File: config.mk
export PLATFORM = sky130hd
export DESIGN_NAME = vl_truncator
export DESIGN_NICKNAME = d
export VERILOG_FILES = /design/src/rtl/vl_trunc_pkg.sv /design/src/rtl/vl_trunc_cursor.sv /design/src/rtl/vl_trunc_decide.sv /design/src/rtl/vl_truncator.sv
export SDC_FILE = /design/constraint.sdc
export NUM_CORES = 1
export LEC_CHECK = 0
export BUFFER_PORTS_ARGS = -buffer_cell sky130_fd_sc_hd__buf_2
export CORE_MARGIN = 3
export CORE_UTILIZATION = 55
export DETAILED_ROUTE_END_ITERATION = 12
export GPL_TIMING_DRIVEN = 0
export MAX_ROUTING_LAYER = met4
export PLACE_DENSITY = 0.86
export SYNTH_ARGS = -nofsm -noshare
export SYNTH_HDL_FRONTEND = slang
export SYNTH_HIERARCHICAL = 1
export SYNTH_SLANG_ARGS = --single-unit
File: constraint.sdc
create_clock -name clk_i -period 7.4 [get_ports clk_i]
set_clock_uncertainty 0.15 [all_clocks]
set_input_delay 0.74 -clock clk_i [delete_from_list [all_inputs] [get_ports clk_i]]
set_output_delay 0.74 -clock clk_i [all_outputs]
set_load 0.005 [all_outputs]
File: src/rtl/vl_trunc_pkg.sv
package vl_trunc_pkg;
  typedef enum logic {
    MODE_TRAP = 1'b0,
    MODE_COND = 1'b1
  } stop_mode_e;
endpackage

File: src/rtl/vl_trunc_cursor.sv
module vl_trunc_cursor #(
  parameter int MAX_VL    = 8,
  parameter int MAX_SUBVL = 4,
  localparam int VL_W    = $clog2(MAX_VL + 1),
  localparam int GRP_W   = $clog2(MAX_VL),
  localparam int SUBVL_W = $clog2(MAX_SUBVL + 1),
  localparam int SUB_W   = (MAX_SUBVL > 1) ? $clog2(MAX_SUBVL) : 1
) (
  input  logic               clk_i,
  input  logic               rst_ni,
  input  logic               load_i,
  input  logic               adv_i,
  input  logic [VL_W-1:0]    vl_i,
  input  logic [SUBVL_W-1:0] subvl_i,
  output logic [GRP_W-1:0]   grp_o,
  output logic [SUB_W-1:0]   sub_o,
  output logic               last_o
);
  logic [GRP_W-1:0] grp_q;
  logic [SUB_W-1:0] sub_q;
  logic             sub_last;
  logic             grp_last;

  assign sub_last = (SUBVL_W'(sub_q) + SUBVL_W'(1)) == subvl_i;
  assign grp_last = (VL_W'(grp_q) + VL_W'(1)) == vl_i;
  assign last_o   = sub_last && grp_last;
  assign grp_o    = grp_q;
  assign sub_o    = sub_q;

  always_ff @(posedge clk_i or negedge rst_ni) begin
    if (!rst_ni) begin
      grp_q <= '0;
      sub_q <= '0;
    end else if (load_i) begin
      grp_q <= '0;
      sub_q <= '0;
    end else if (adv_i) begin
      if (sub_last) begin
        sub_q <= '0;
        grp_q <= grp_q + GRP_W'(1);
      end else begin
        sub_q <= sub_q + SUB_W'(1);
      end
    end
  end
endmodule

File: src/rtl/vl_trunc_decide.sv
module vl_trunc_decide
  import vl_trunc_pkg::*;
(
  input  stop_mode_e mode_i,
  input  logic       pred_bit_i,
  input  logic       flag_i,
  input  logic       first_grp_i,
  output logic       hit_o,
  output logic       raise_o
);
  // masked groups never stop the walk
  assign hit_o   = flag_i && pred_bit_i;
  // only a trap-stop fault inside the first group becomes a real trap
  assign raise_o = hit_o && (mode_i == MODE_TRAP) && first_grp_i;
endmodule

File: src/rtl/vl_truncator.sv
module vl_truncator
  import vl_trunc_pkg::*;
#(
  parameter int MAX_VL    = 8,
  parameter int MAX_SUBVL = 4,
  localparam int VL_W    = $clog2(MAX_VL + 1),
  localparam int GRP_W   = $clog2(MAX_VL),
  localparam int SUBVL_W = $clog2(MAX_SUBVL + 1),
  localparam int SUB_W   = (MAX_SUBVL > 1) ? $clog2(MAX_SUBVL) : 1
) (
  input  logic               clk_i,
  input  logic               rst_ni,
  input  logic               start_i,
  input  logic [VL_W-1:0]    vl_i,
  input  logic [SUBVL_W-1:0] subvl_i,
  input  logic               mode_i,
  input  logic [MAX_VL-1:0]  pred_i,
  input  logic               elem_valid_i,
  input  logic               elem_flag_i,
  output logic               elem_ready_o,
  output logic               done_o,
  output logic [VL_W-1:0]    vl_o,
  output logic               trap_o,
  output logic               stop_o,
  output logic [GRP_W-1:0]   stop_idx_o,
  output logic [SUB_W-1:0]   stop_sub_o
);
  logic               busy_q;
  stop_mode_e         mode_q;
  logic [VL_W-1:0]    vl_cfg_q;
  logic [SUBVL_W-1:0] subvl_q;
  logic [MAX_VL-1:0]  pred_q;

  logic               done_q, trap_q, stop_q;
  logic [VL_W-1:0]    vl_q;
  logic [GRP_W-1:0]   idx_q;
  logic [SUB_W-1:0]   sub_q;

  logic               accept, beat, hit, raise, last;
  logic [GRP_W-1:0]   grp;
  logic [SUB_W-1:0]   sub;

  assign accept = start_i && !busy_q;
  assign beat   = busy_q && elem_valid_i;

  vl_trunc_cursor #(.MAX_VL(MAX_VL), .MAX_SUBVL(MAX_SUBVL)) u_cursor (
    .clk_i   (clk_i),
    .rst_ni  (rst_ni),
    .load_i  (accept),
    .adv_i   (beat),
    .vl_i    (vl_cfg_q),
    .subvl_i (subvl_q),
    .grp_o   (grp),
    .sub_o   (sub),
    .last_o  (last)
  );

  vl_trunc_decide u_decide (
    .mode_i      (mode_q),
    .pred_bit_i  (pred_q[grp]),
    .flag_i      (elem_flag_i),
    .first_grp_i (grp == '0),
    .hit_o       (hit),
    .raise_o     (raise)
  );

  always_ff @(posedge clk_i or negedge rst_ni) begin
    if (!rst_ni) begin
      busy_q   <= 1'b0;
      mode_q   <= MODE_TRAP;
      vl_cfg_q <= '0;
      subvl_q  <= SUBVL_W'(1);
      pred_q   <= '0;
      done_q   <= 1'b0;
      trap_q   <= 1'b0;
      stop_q   <= 1'b0;
      vl_q     <= '0;
      idx_q    <= '0;
      sub_q    <= '0;
    end else begin
      done_q <= 1'b0;
      if (accept) begin
        mode_q   <= stop_mode_e'(mode_i);
        vl_cfg_q <= vl_i;
        subvl_q  <= (subvl_i == '0) ? SUBVL_W'(1) : subvl_i;
        pred_q   <= pred_i;
        if (vl_i == '0) begin
          done_q <= 1'b1;
          vl_q   <= '0;
          trap_q <= 1'b0;
          stop_q <= 1'b0;
          idx_q  <= '0;
          sub_q  <= '0;
        end else begin
          busy_q <= 1'b1;
        end
      end else if (beat && (hit || last)) begin
        busy_q <= 1'b0;
        done_q <= 1'b1;
        stop_q <= hit;
        trap_q <= raise;
        // truncate to whole groups before the stop; a real trap keeps length
        vl_q   <= (hit && !raise) ? VL_W'(grp) : vl_cfg_q;
        idx_q  <= hit ? grp : '0;
        sub_q  <= hit ? sub : '0;
      end
    end
  end

  assign elem_ready_o = busy_q;
  assign done_o       = done_q;
  assign vl_o         = vl_q;
  assign trap_o       = trap_q;
  assign stop_o       = stop_q;
  assign stop_idx_o   = idx_q;
  assign stop_sub_o   = sub_q;
endmodule

# == After elaboration in Yosys (flattened, before gate mapping) ==
# Index checks and enable logic that the tools add are counted.
# Widths: inputs -> output; s select.
# word_totals
word_cells,75
inputBits,21
regBits,34
# classes
n_reduce_logical,20
muxes,32
add_sub_neg,4
n_bitwise,1
order_cmp,1
eq_ne,4
# ops
cell,n
$mux 3,8
$mux 4,4
$mux 2,7
$mux 1,12
$logic_and 1x1->1,8
$logic_not 3->1,2
$reduce_and 2->1,3
$reduce_bool 2->1,3
$add 3x1->4 const B,1
$eq 4x4->1,1
$logic_not 4->1,1
$lt 3x4->1 const B,1
$add 2x1->3 const B,1
$add 3x1->3 const B,1
$bmux 1 s3,1
$eq 3x3->1,1
$add 2x1->2 const B,1
$logic_not 1->1,2
$ne 2x1->1 const B,1
$ne 2x2->1 const B,1
$logic_or 1x1->1,1
$not 1->1,1

# == Depth between registers and ports, before layout ==
# Gate-level depths: netlist (run 1).
# logic_depth
ltp_word,10
depth_mapped,8

# == Modules after synthesis ==
# The synthesis (run 1) kept the hierarchy.
# modules_own_cells
module,area_per_inst_um2,instances,seq_area_each_um2,cells_per_inst
vl_truncator,1231.2,1,726.9,119
vl_trunc_cursor,389.1,1,125.1,41
vl_trunc_decide,16.3,1,0.0,2

# == Worst setup path after synthesis (run 1) ==
# No wires, ideal clock.
# synth_timing
path_type,register -> register
startpoint,register u_cursor.grp_q[0] (netlist: u_cursor/grp_o[0])
endpoint,register trap_q (netlist: trap_o)
slack_ps,4984
period_less_slack_ps,2416
path_stages_with_launch,8
n_path_buf,1
arrival_ps,2183
cell_sequence,dfrtp_1 > mux4_1 > mux2_2 > and2_1 > o211ai_1 > clkbuf_1 > nand2_1 > o22ai_1
# synth_between
elab_chain_cells,7
# synth_lines
element,line_no,rtl
from (decl),vl_trunc_cursor.sv:19,logic [GRP_W-1:0] grp_q;
from (signal assigned),vl_trunc_cursor.sv:40,grp_q <= grp_q + GRP_W'(1);
$bmux 1 s3 (*),vl_truncator.sv:60,".pred_bit_i (pred_q[grp]),"
$mux 1 (not written as such) (*),vl_truncator.sv:60,
$logic_and 1x1->1 (*),vl_trunc_decide.sv:12,assign hit_o = flag_i && pred_bit_i;
net hit,vl_truncator.sv:39,"logic accept, beat, hit, raise, last;"
$logic_and 1x1->1 / $logic_or 1x1->1 (equally long branches),"vl_trunc_decide.sv:14, vl_truncator.sv:97",
$logic_and 1x1->1 (on tied branches),"vl_trunc_decide.sv:14, vl_truncator.sv:97",
$mux 1 / $reduce_bool 2->1 (equally long branches),n/a,
$mux 1 / $reduce_and 2->1 (equally long branches),n/a,
to (signal assigned),vl_truncator.sv:101,trap_q <= raise;
to (decl),vl_truncator.sv:34,"logic done_q, trap_q, stop_q;"
# The timed path passes the listed nets; every way through them passes the cells marked *. The select of a mux whose other input is x is not followed.
# A chain may end at the register's enable or synchronous reset.

# == Worst setup path after layout (run 1) ==
# layout_timing
startpoint,register u_cursor.grp_q[0] (netlist: u_cursor/grp_o[0])
endpoint,register vl_q[3] (netlist: vl_o[3])
# layout_between
elab_chain_cells,10
# layout_lines
element,line_no,rtl
$bmux 1 s3 (*),vl_truncator.sv:60,
$mux 1 (not written as such) (*),vl_truncator.sv:60,
$logic_and 1x1->1 (*),vl_trunc_decide.sv:12,
net hit,vl_truncator.sv:39,
$logic_and 1x1->1 (2 in series),vl_trunc_decide.sv:14,assign raise_o = hit_o && (mode_i == MODE_TRAP) && first_grp_i;
$logic_not 1->1,vl_truncator.sv:103,vl_q <= (hit && !raise) ? VL_W'(grp) : vl_cfg_q;
$logic_and 1x1->1,vl_truncator.sv:103,
$mux 4,vl_truncator.sv:103,
$mux 4,vl_truncator.sv:97,end else if (beat && (hit || last)) begin
$mux 4,vl_truncator.sv:82,if (accept) begin
to (signal assigned),vl_truncator.sv:103,
to (decl),vl_truncator.sv:35,logic [VL_W-1:0] vl_q;
# Marks and branches as above.

==> summary.txt, run 1 <==
Outcome
  • Status: completed

Synth
  • Synth area leaders: dfrtp_1 (50%), nand2_1 (13%), mux4_1 (3.2%)
  • Most common cell in the netlist: nand2_1
  • YS warnings: 6
  • Top post-synthesis cells by count: nand2_1 (57), dfrtp_1 (33), nor2_1 (7), o22ai_1 (5), xor2_1 (5)
  • Post-Synthesis Cells: around 160
  • Yosys top cell area share: 0.505
  • Number of synthesized register bits: 34
  • Synth Area per Inst: 10.1 um^2
  • Fraction of registers with async set/reset: 1.00
  • EDFF count, synth: 0
  • Sequential fraction of the synthesis area: 0.521
  • Largest area contributor in the netlist: dfrtp_1
  • Most used DFF post-synth: dfrtp_1
  • Unique masters post-synth: 38
  • Synth Cell Area: about 1600 um^2
  • Synth Net Count: 185

Timing
  • Final period util: 0.376
  • Final setup TNS: 0 ns
  • Endpoints failing hold: 0
  • Worst-Margin Slew: about 0.74 ns
  • Final setup fails: 0
  • Rel. slew slack: 0.507
  • Tmin final: 2.78 ns
  • Max-slew violations: 0
  • Fmax: roughly 360 MHz
  • RSZ-0062 raised after global routing: false

Place
  • Post-DP Area: 1840 um^2
  • DPL Wire Length: 2500 um
  • GPL Wtd Cong: 0.817
  • # port buffers: 33

Run
  • Max cap viols: 0

Pwr
  • Internal power: between 0.0004 and 0.0005 W
  • Clock power share: 0.149
  • Combinational share of power: 0.398
  • Sequential Power Share: 0.453
  • Net Switching: roughly 0.00027 W
  • Switching Fraction: 0.376
  • Pwr per Cell Area: 380 nW/um^2
  • VDD IR max: 188 uV
  • Lkg Pwr: 1.01 nW

GRT
  • Total Routing Usage GR: 0.223
  • First-pass GRT wire length: 5600 um
  • Number of global-route vias before repair: 1244
  • Largest net degree at the start of global routing: 35
  • Initial antenna violation count: 0
  • Gr ovfl total: 0

Layout
  • Final nets: 225
  • Synth-to-layout area growth: 16.1%
  • Layout cell share with drive strength beyond 1: 0.246
  • Fin area: 1900 um^2
  • Antenna Cells: 0

Route
  • Vias per cell: 5.41
  • DR iter-0 viols: 20
  • Routed wire length: 3300 um
  • Drt pass-1 iters: 4
  • # DRC: 0
  • Post-route ant nets: 0
  • Vias: 1265
  • Avg WL per Cell: 14.1 um

Setup path
  • R2R depth: 7
  • R2R Setup Slk: approximately 4.6 ns
  • Reg-to-reg critical path startpoint: u_cursor/grp_o[0]
  • Crit-path cells: mux4_1 > mux2_2 > and2_1 > o211ai_1 > clkbuf_1 > nand2_1 > o32ai_1
  • Worst setup SP type: register
  • Signal arrival time at the worst endpoint: 2.87 ns
  • Worst-path maximum fanout: 10
  • CP endpoint kind: register
  • WP data required: 7.49 ns
  • Slowest CP cell: mux4_1
  • Worst path max stage delay: 0.60 ns
  • CP Launch Point: u_cursor/grp_o[0]
  • Crit Reg-Reg Endpoint: vl_o[3]
  • Kind of critical path: reg -> reg

CTS
  • Root Buffer: clkbuf_4
  • Worst-skew pair later-pin latency: 0.34 ns
  • CTS tree: yes
  • Post-CTS resize count: 0
  • Clock sinks: 34
  • Post-CTS setup buffer count: 0
  • Hold-fix buffers, CTS: 0
  • Reg clk slew, reported paths: around 0.1 ns
  • Clock tree buffer depth: 2
  • CTS buffer count: 5
  • Clock H-tree levels: 2

Die
  • Die X-Extent: ~61 um
  • Number of I/O pins: 34
  • Starting Density: 0.583
  • # rows: 19
  • Die Y-Extent: ~61 um
  • Core Area: 2810 um^2
  • Die Area: 3670 um^2

Worst hold path
  • Worst hold path type: in -> async
cells by family after synthesis:
group | share of synthesized area
xor+xnor | 0.0375
simple gates | 0.239
mux | 0.0772
fa+ha+maj | 0.0153
compound gates | 0.0887
buf+inv | 0.0222
flops | 0.521
sequential cells by signal, summed over array words and instances, names as in the netlist:
register and count:
done_o 1, mode_q 1, u_cursor/grp_o 3, subvl_q 3, elem_ready_o 1, stop_idx_o 3
u_cursor/sub_o 2, vl_cfg_q 4, stop_o 1, trap_o 1, pred_q 8, stop_sub_o 2
vl_o 4
how the worst max path moves through the flow:
stage               slack (ns)      end  depth (start not counted)
detailed placement        4.63  vl_o[0]                          7
global route              4.38  vl_o[3]                          7
CTS                       4.61  vl_o[3]                          7
global placement          4.73  vl_o[3]                          7
floorplan                 4.98   trap_o                          7
finish                    4.62  vl_o[3]                          7
critical path, delay by kind of cell, from the launching register on:
kind	cells	cell delay, ns
AOI/OAI and AO/OA	2	0.43
buffers and inverters	1	0.35
DFF	1	0.58
muxes	2	0.88
and+or+nand+nor	2	0.28
metal layers:
metal,global-route usage,routed length (um),vias up
met1,0.240,1410,602
met3,0.0766,157,7
met2,0.369,1660,30
met5,-,0,-
li1,-,-,626
met4,0.102,70,0
cells in the final DEF (no fill, tap or decap), types with 2 or more instances in the layout:
cell type  Yosys  routed
a22o_1         4       4
buf_1          2       2
o22ai_1        5       5
nor2_1         7       7
xnor2_1        2       2
mux2i_1        4       4
clkbuf_4       0       5
o21ai_0        2       2
clkbuf_1       1       2
ha_1           2       2
nor2b_1        3       3
nand2_1       57      57
nand2b_1       4       4
mux2_1         2       2
xor2_1         5       5
and2_1         4       4
dfrtp_1       33      33
nor3_1         2       2
mux4_1         2       2
buf_2          2      35
power groups by stage:
| stage | sequential (W) | clock, W | combinational (W) |
|---|---|---|---|
| floorplan | 0.000320 | 0 | 0.000207 |
| global placement | 0.000325 | 0 | 0.000275 |
| detailed placement | 0.000332 | 0 | 0.000290 |
| CTS | 0.000327 | 0.000109 | 0.000291 |
| global route | 0.000338 | 0.000118 | 0.000329 |
| finish | 0.000327 | 0.000108 | 0.000287 |
through the flow:
stage	cells	total power (W)	setup slack (ns)	hold WS, ns	utilization
global route	234	0.000785	4.38	0.333	0.678
global placement	226	0.000600	4.73	0.301	0.656
floorplan	162	0.000527	4.98	0.287	-
CTS	234	0.000727	4.61	0.317	0.678
finish	234	0.000722	4.62	0.296	0.678
detailed placement	226	0.000622	4.63	0.305	0.656
layout make-up:
| cell class | count | area, um^2 |
|---|---|---|
| buffer | 6 | 28.8 |
| clock buffer | 7 | 55.1 |
| clock inverter | 1 | 5.00 |
| fill | 229 | 905 |
| inverter | 2 | 7.51 |
| multi-input combinational | 120 | 748 |
| sequential | 34 | 852 |
| tap | 31 | 38.8 |
| timing repair buffer | 33 | 165 |
(Power assumes the default switching activity.)
==> inputs of run 2 (changes only) <==
- ABC_AREA: not set -> 1
- PLACE_DENSITY: 0.86 -> 0.85
- clock period: 7.4 -> 2.7 ns (I/O delays scaled with it)
==> run 2 against run 1 <==
  * Flip-flop and latch count is the same
  * First-iteration DRC count grew to 2.9 times the previous value
  * Non-clock buffer count grew 11
  * Power grew to 3.1 times the previous value
  * Combinational power grew to 3.8 times the previous value
  * Critical path type unchanged
==> summary.txt, run 2 <==
Outcome
  • Status: completed (unchanged)

Synth
  • Largest area contributor in the netlist: dfrtp_1 (unchanged)
  • Synth Cell Area: 1870 um^2 (was 1640 um^2)
  • Synth Net Count: 253 (was 185)
  • Most used DFF post-synth: dfrtp_1 (unchanged)
  • Unique masters post-synth: 28 (was 38)
  • Synth Area per Inst: 8.13 um^2 (was 10.1 um^2)
  • Yosys top cell area share: 0.442 (was 0.505)
  • Number of synthesized register bits: 34 (unchanged)
  • Synth area leaders: dfrtp_1 (44%), nand2_1 (16%), inv_1 (5.4%) (was dfrtp_1 (50%), nand2_1 (13%), mux4_1 (3.2%))
  • Sequential fraction of the synthesis area: 0.456 (was 0.521)
  • Fraction of registers with async set/reset: 1.00 (unchanged)
  • Top post-synthesis cells by count: nand2_1 (82), dfrtp_1 (33), inv_1 (27), nor2_1 (19), o21ai_0 (15) (was nand2_1 (57), dfrtp_1 (33), nor2_1 (7), o22ai_1 (5), xor2_1 (5))
  • EDFF count, synth: 0 (unchanged)
  • YS warnings: 6 (unchanged)
  • Post-Synthesis Cells: 230 (was 162)
  • Most common cell in the netlist: nand2_1 (unchanged)

Die
  • Number of I/O pins: 34 (unchanged)
  • Core Area: 3150 um^2 (was 2810 um^2)
  • # rows: 20 (was 19)
  • Die Area: 4130 um^2 (was 3670 um^2)
  • Die Y-Extent: 64.3 um (was 60.6 um)
  • Die X-Extent: 64.3 um (was 60.6 um)
  • Starting Density: 0.593 (was 0.583)

Timing
  • Worst setup margin: 0.540 ns (was 4.62 ns)
  • Max-slew violations: 0 (unchanged)
  • Final setup fails: 0 (unchanged)
  • Final setup TNS: 0 ns (unchanged)
  • Worst-Margin Slew: 0.746 ns (was 0.739 ns)
  • Endpoints failing hold: 0 (unchanged)
  • Fmax: 463 MHz (was 359 MHz)
  • Final period util: 0.800 (was 0.376)
  • RSZ-0062 raised after global routing: false (unchanged)
  • Rel. slew slack: 0.503 (was 0.507)
  • Tmin final: 2.16 ns (was 2.78 ns)

Route
  • DR iter-0 viols: 58 (was 20)
  • Vias per cell: 4.87 (was 5.41)
  • Vias: 1586 (was 1265)
  • Post-route ant nets: 0 (unchanged)
  • # DRC: 0 (unchanged)
  • Routed wire length: 3810 um (was 3300 um)
  • Avg WL per Cell: 11.7 um (was 14.1 um)
  • Drt pass-1 iters: 4 (unchanged)

Setup path
  • Kind of critical path: reg -> reg (unchanged)
  • Reg-to-reg critical path startpoint: u_cursor/grp_o[0] (unchanged)
  • Worst-path maximum fanout: 12 (was 10)
  • R2R Setup Slk: 0.54 ns (was 4.62 ns)
  • Signal arrival time at the worst endpoint: 2.25 ns (was 2.87 ns)
  • Worst setup SP type: register (unchanged)
  • CP endpoint kind: register (unchanged)
  • Crit Reg-Reg Endpoint: vl_o[2] (was vl_o[3])
  • R2R depth: 15 (was 7)
  • WP data required: 2.79 ns (was 7.49 ns)

Worst hold path
  • Worst Hold Path Cells: 3
  • Worst hold path type: in -> reg (was in -> async)
  • Hold path start: pred_i[2]
  • Hold Path End: pred_q[2]

Pwr
  • Pwr per Cell Area: 1000 nW/um^2 (was 380 nW/um^2)
  • Switching Fraction: 0.428 (was 0.376)
  • Net Switching: 0.000969 W (was 0.000272 W)
  • VDD IR max: 512 uV (was 188 uV)
  • Lkg Pwr: 1.23 nW (was 1.01 nW)
  • Combinational share of power: 0.481 (was 0.398)
  • Clock power share: 0.114 (was 0.149)
  • Internal power: 0.00129 W (was 0.000450 W)
  • Sequential Power Share: 0.405 (was 0.453)

GRT
  • First-pass GRT wire length: 6560 um (was 5600 um)
  • Initial antenna violation count: 0 (unchanged)
  • Number of global-route vias before repair: 1455 (was 1244)
  • Largest net degree at the start of global routing: 35 (unchanged)
  • Gr ovfl total: 0 (unchanged)
  • Total Routing Usage GR: 0.214 (was 0.223)

Layout
  • Filler cell count: 286 (was 229)
  • Layout cell share with drive strength beyond 1: 0.241 (was 0.246)
  • Most frequent cells in the layout: nand2_1 (82), buf_2 (35), dfrtp_1 (33) (was nand2_1 (57), buf_2 (35), dfrtp_1 (33))
  • Final nets: 305 (was 225)
  • Largest register FFs: 8 (unchanged)
  • Synth-to-layout area growth: 20.6% (was 16.1%)
  • Antenna Cells: 0 (unchanged)
  • Commonest non-fill, non-tap cell in the layout: nand2_1 (unchanged)
  • Top reg by flops: pred_q (unchanged)

CTS
  • Worst-skew pair later-pin latency: 0.35 ns (was 0.34 ns)
  • Clock H-tree levels: 2 (unchanged)
  • Clock sinks: 34 (unchanged)
  • Reg clk slew, reported paths: 0.09 ns (was 0.10 ns)
  • Root Buffer: clkbuf_4 (unchanged)
  • CTS tree: yes (unchanged)
  • CTS buffer count: 5 (unchanged)
  • Clock tree buffer depth: 2 (unchanged)
  • Post-CTS setup buffer count: 0 (unchanged)

Run
  • Max cap viols: 0 (unchanged)

Place
  • Pre-CTS setup slack: 0.586 ns (was 4.63 ns)
  • GPL Wtd Cong: 0.874 (was 0.817)
  • # port buffers: 33 (unchanged)
  • DPL Wire Length: 2720 um (was 2500 um)
## run 2: cell count changes in the layout (fill, tap and decap cells not counted), sizes merged, moves of 4 or more
cell and delta:
nand3 +21, and2 -4, nand2 +29, o21ai +14, mux2i -4, nor2 +13, o22ai -5, dlygate4sd3 +12
nand2b -4, inv +27, a22o -5
## run 2: layer usage
metal	wire (um)	track usage
met1	1630	0.251
met2	1940	0.354
met3	183	0.0580
met4	54	0.0712
met5	0	-
## run 2: what timing repair did
action	4_1_cts	5_1_grt
hold buffers	11	1
setup endpoints to repair	0	0
resized for setup	0	0
hold endpoints to repair	43	1
## run 2: final cells by class
class	instances	area (um^2)	share of cell area
clock buffers	7	45.0	0.0200
plain buffers	5	40.0	0.0178
multi-input cells	161	851	0.377
inverters	30	126	0.0560
well taps	44	55.1	0.0244
repair buffers	45	285	0.127
flip-flops and latches	34	852	0.378
## run 2: kinds of logic (layout without fill, tap and decap cells)
logic type / after synthesis / count (layout) / share of synthesized area
adders and majority gates: 2 / 2 / 0.0134
DFF: 34 / 34 / 0.456
and+or+nand+nor: 132 / 132 / 0.344
AOI/OAI and AO/OA: 21 / 21 / 0.0656
buffers and inverters: 35 / 87 / 0.0890
xor gates and xnor gates: 6 / 6 / 0.0321
## run 2: how the worst max path moves through the flow
stage	to	cells after the start	slack, ns	from
after detailed placement	vl_o[2]	9	0.59	u_cursor/grp_o[0]
after global placement	stop_idx_o[0]	9	0.62	u_cursor/grp_o[0]
after floorplan	vl_o[0]	9	0.78	u_cursor/grp_o[0]
after CTS	vl_o[2]	9	0.56	u_cursor/grp_o[0]
final	vl_o[2]	15	0.54	u_cursor/grp_o[0]
after global routing	vl_o[2]	15	0.28	u_cursor/grp_o[0]
## run 2: critical path: stages, from the launching register on
cell and delay [ns]:
dfrtp_1 0.61, inv_1 0.19, nand2_1 0.09, nand3_1 0.09
nand2_1 0.09, nand2_1 0.05, nand2_1 0.05, nand2_1 0.07
nor2_1 0.14, inv_1 0.09, nand2_1 0.16, nand2_1 0.07
nand2_1 0.06, nor2_1 0.04, nand2_1 0.05, nand2_1 0.05
## run 2: stage by stage
step	instance area, um^2	instances	hold slack, ns	total power (W)	utilization
final	2250	326	0.00554	0.00226	0.715
after global routing	2250	326	0.0139	0.00249	0.715
after CTS	2240	325	0.00138	0.00228	0.712
after detailed placement	2090	307	0.224	0.00200	0.663
after global placement	2090	307	0.219	0.00196	0.663
after floorplan	1870	230	-0.176	0.00172	-
## run 2: power groups by stage
stage / clock network [W] / registers, W / logic, W
finish: 0.000258 / 0.000917 / 0.00109
CTS: 0.000266 / 0.000917 / 0.00109
detailed placement: 0 / 0.000926 / 0.00107
global placement: 0 / 0.000916 / 0.00104
global route: 0.000297 / 0.000954 / 0.00124
floorplan: 0 / 0.000903 / 0.000817
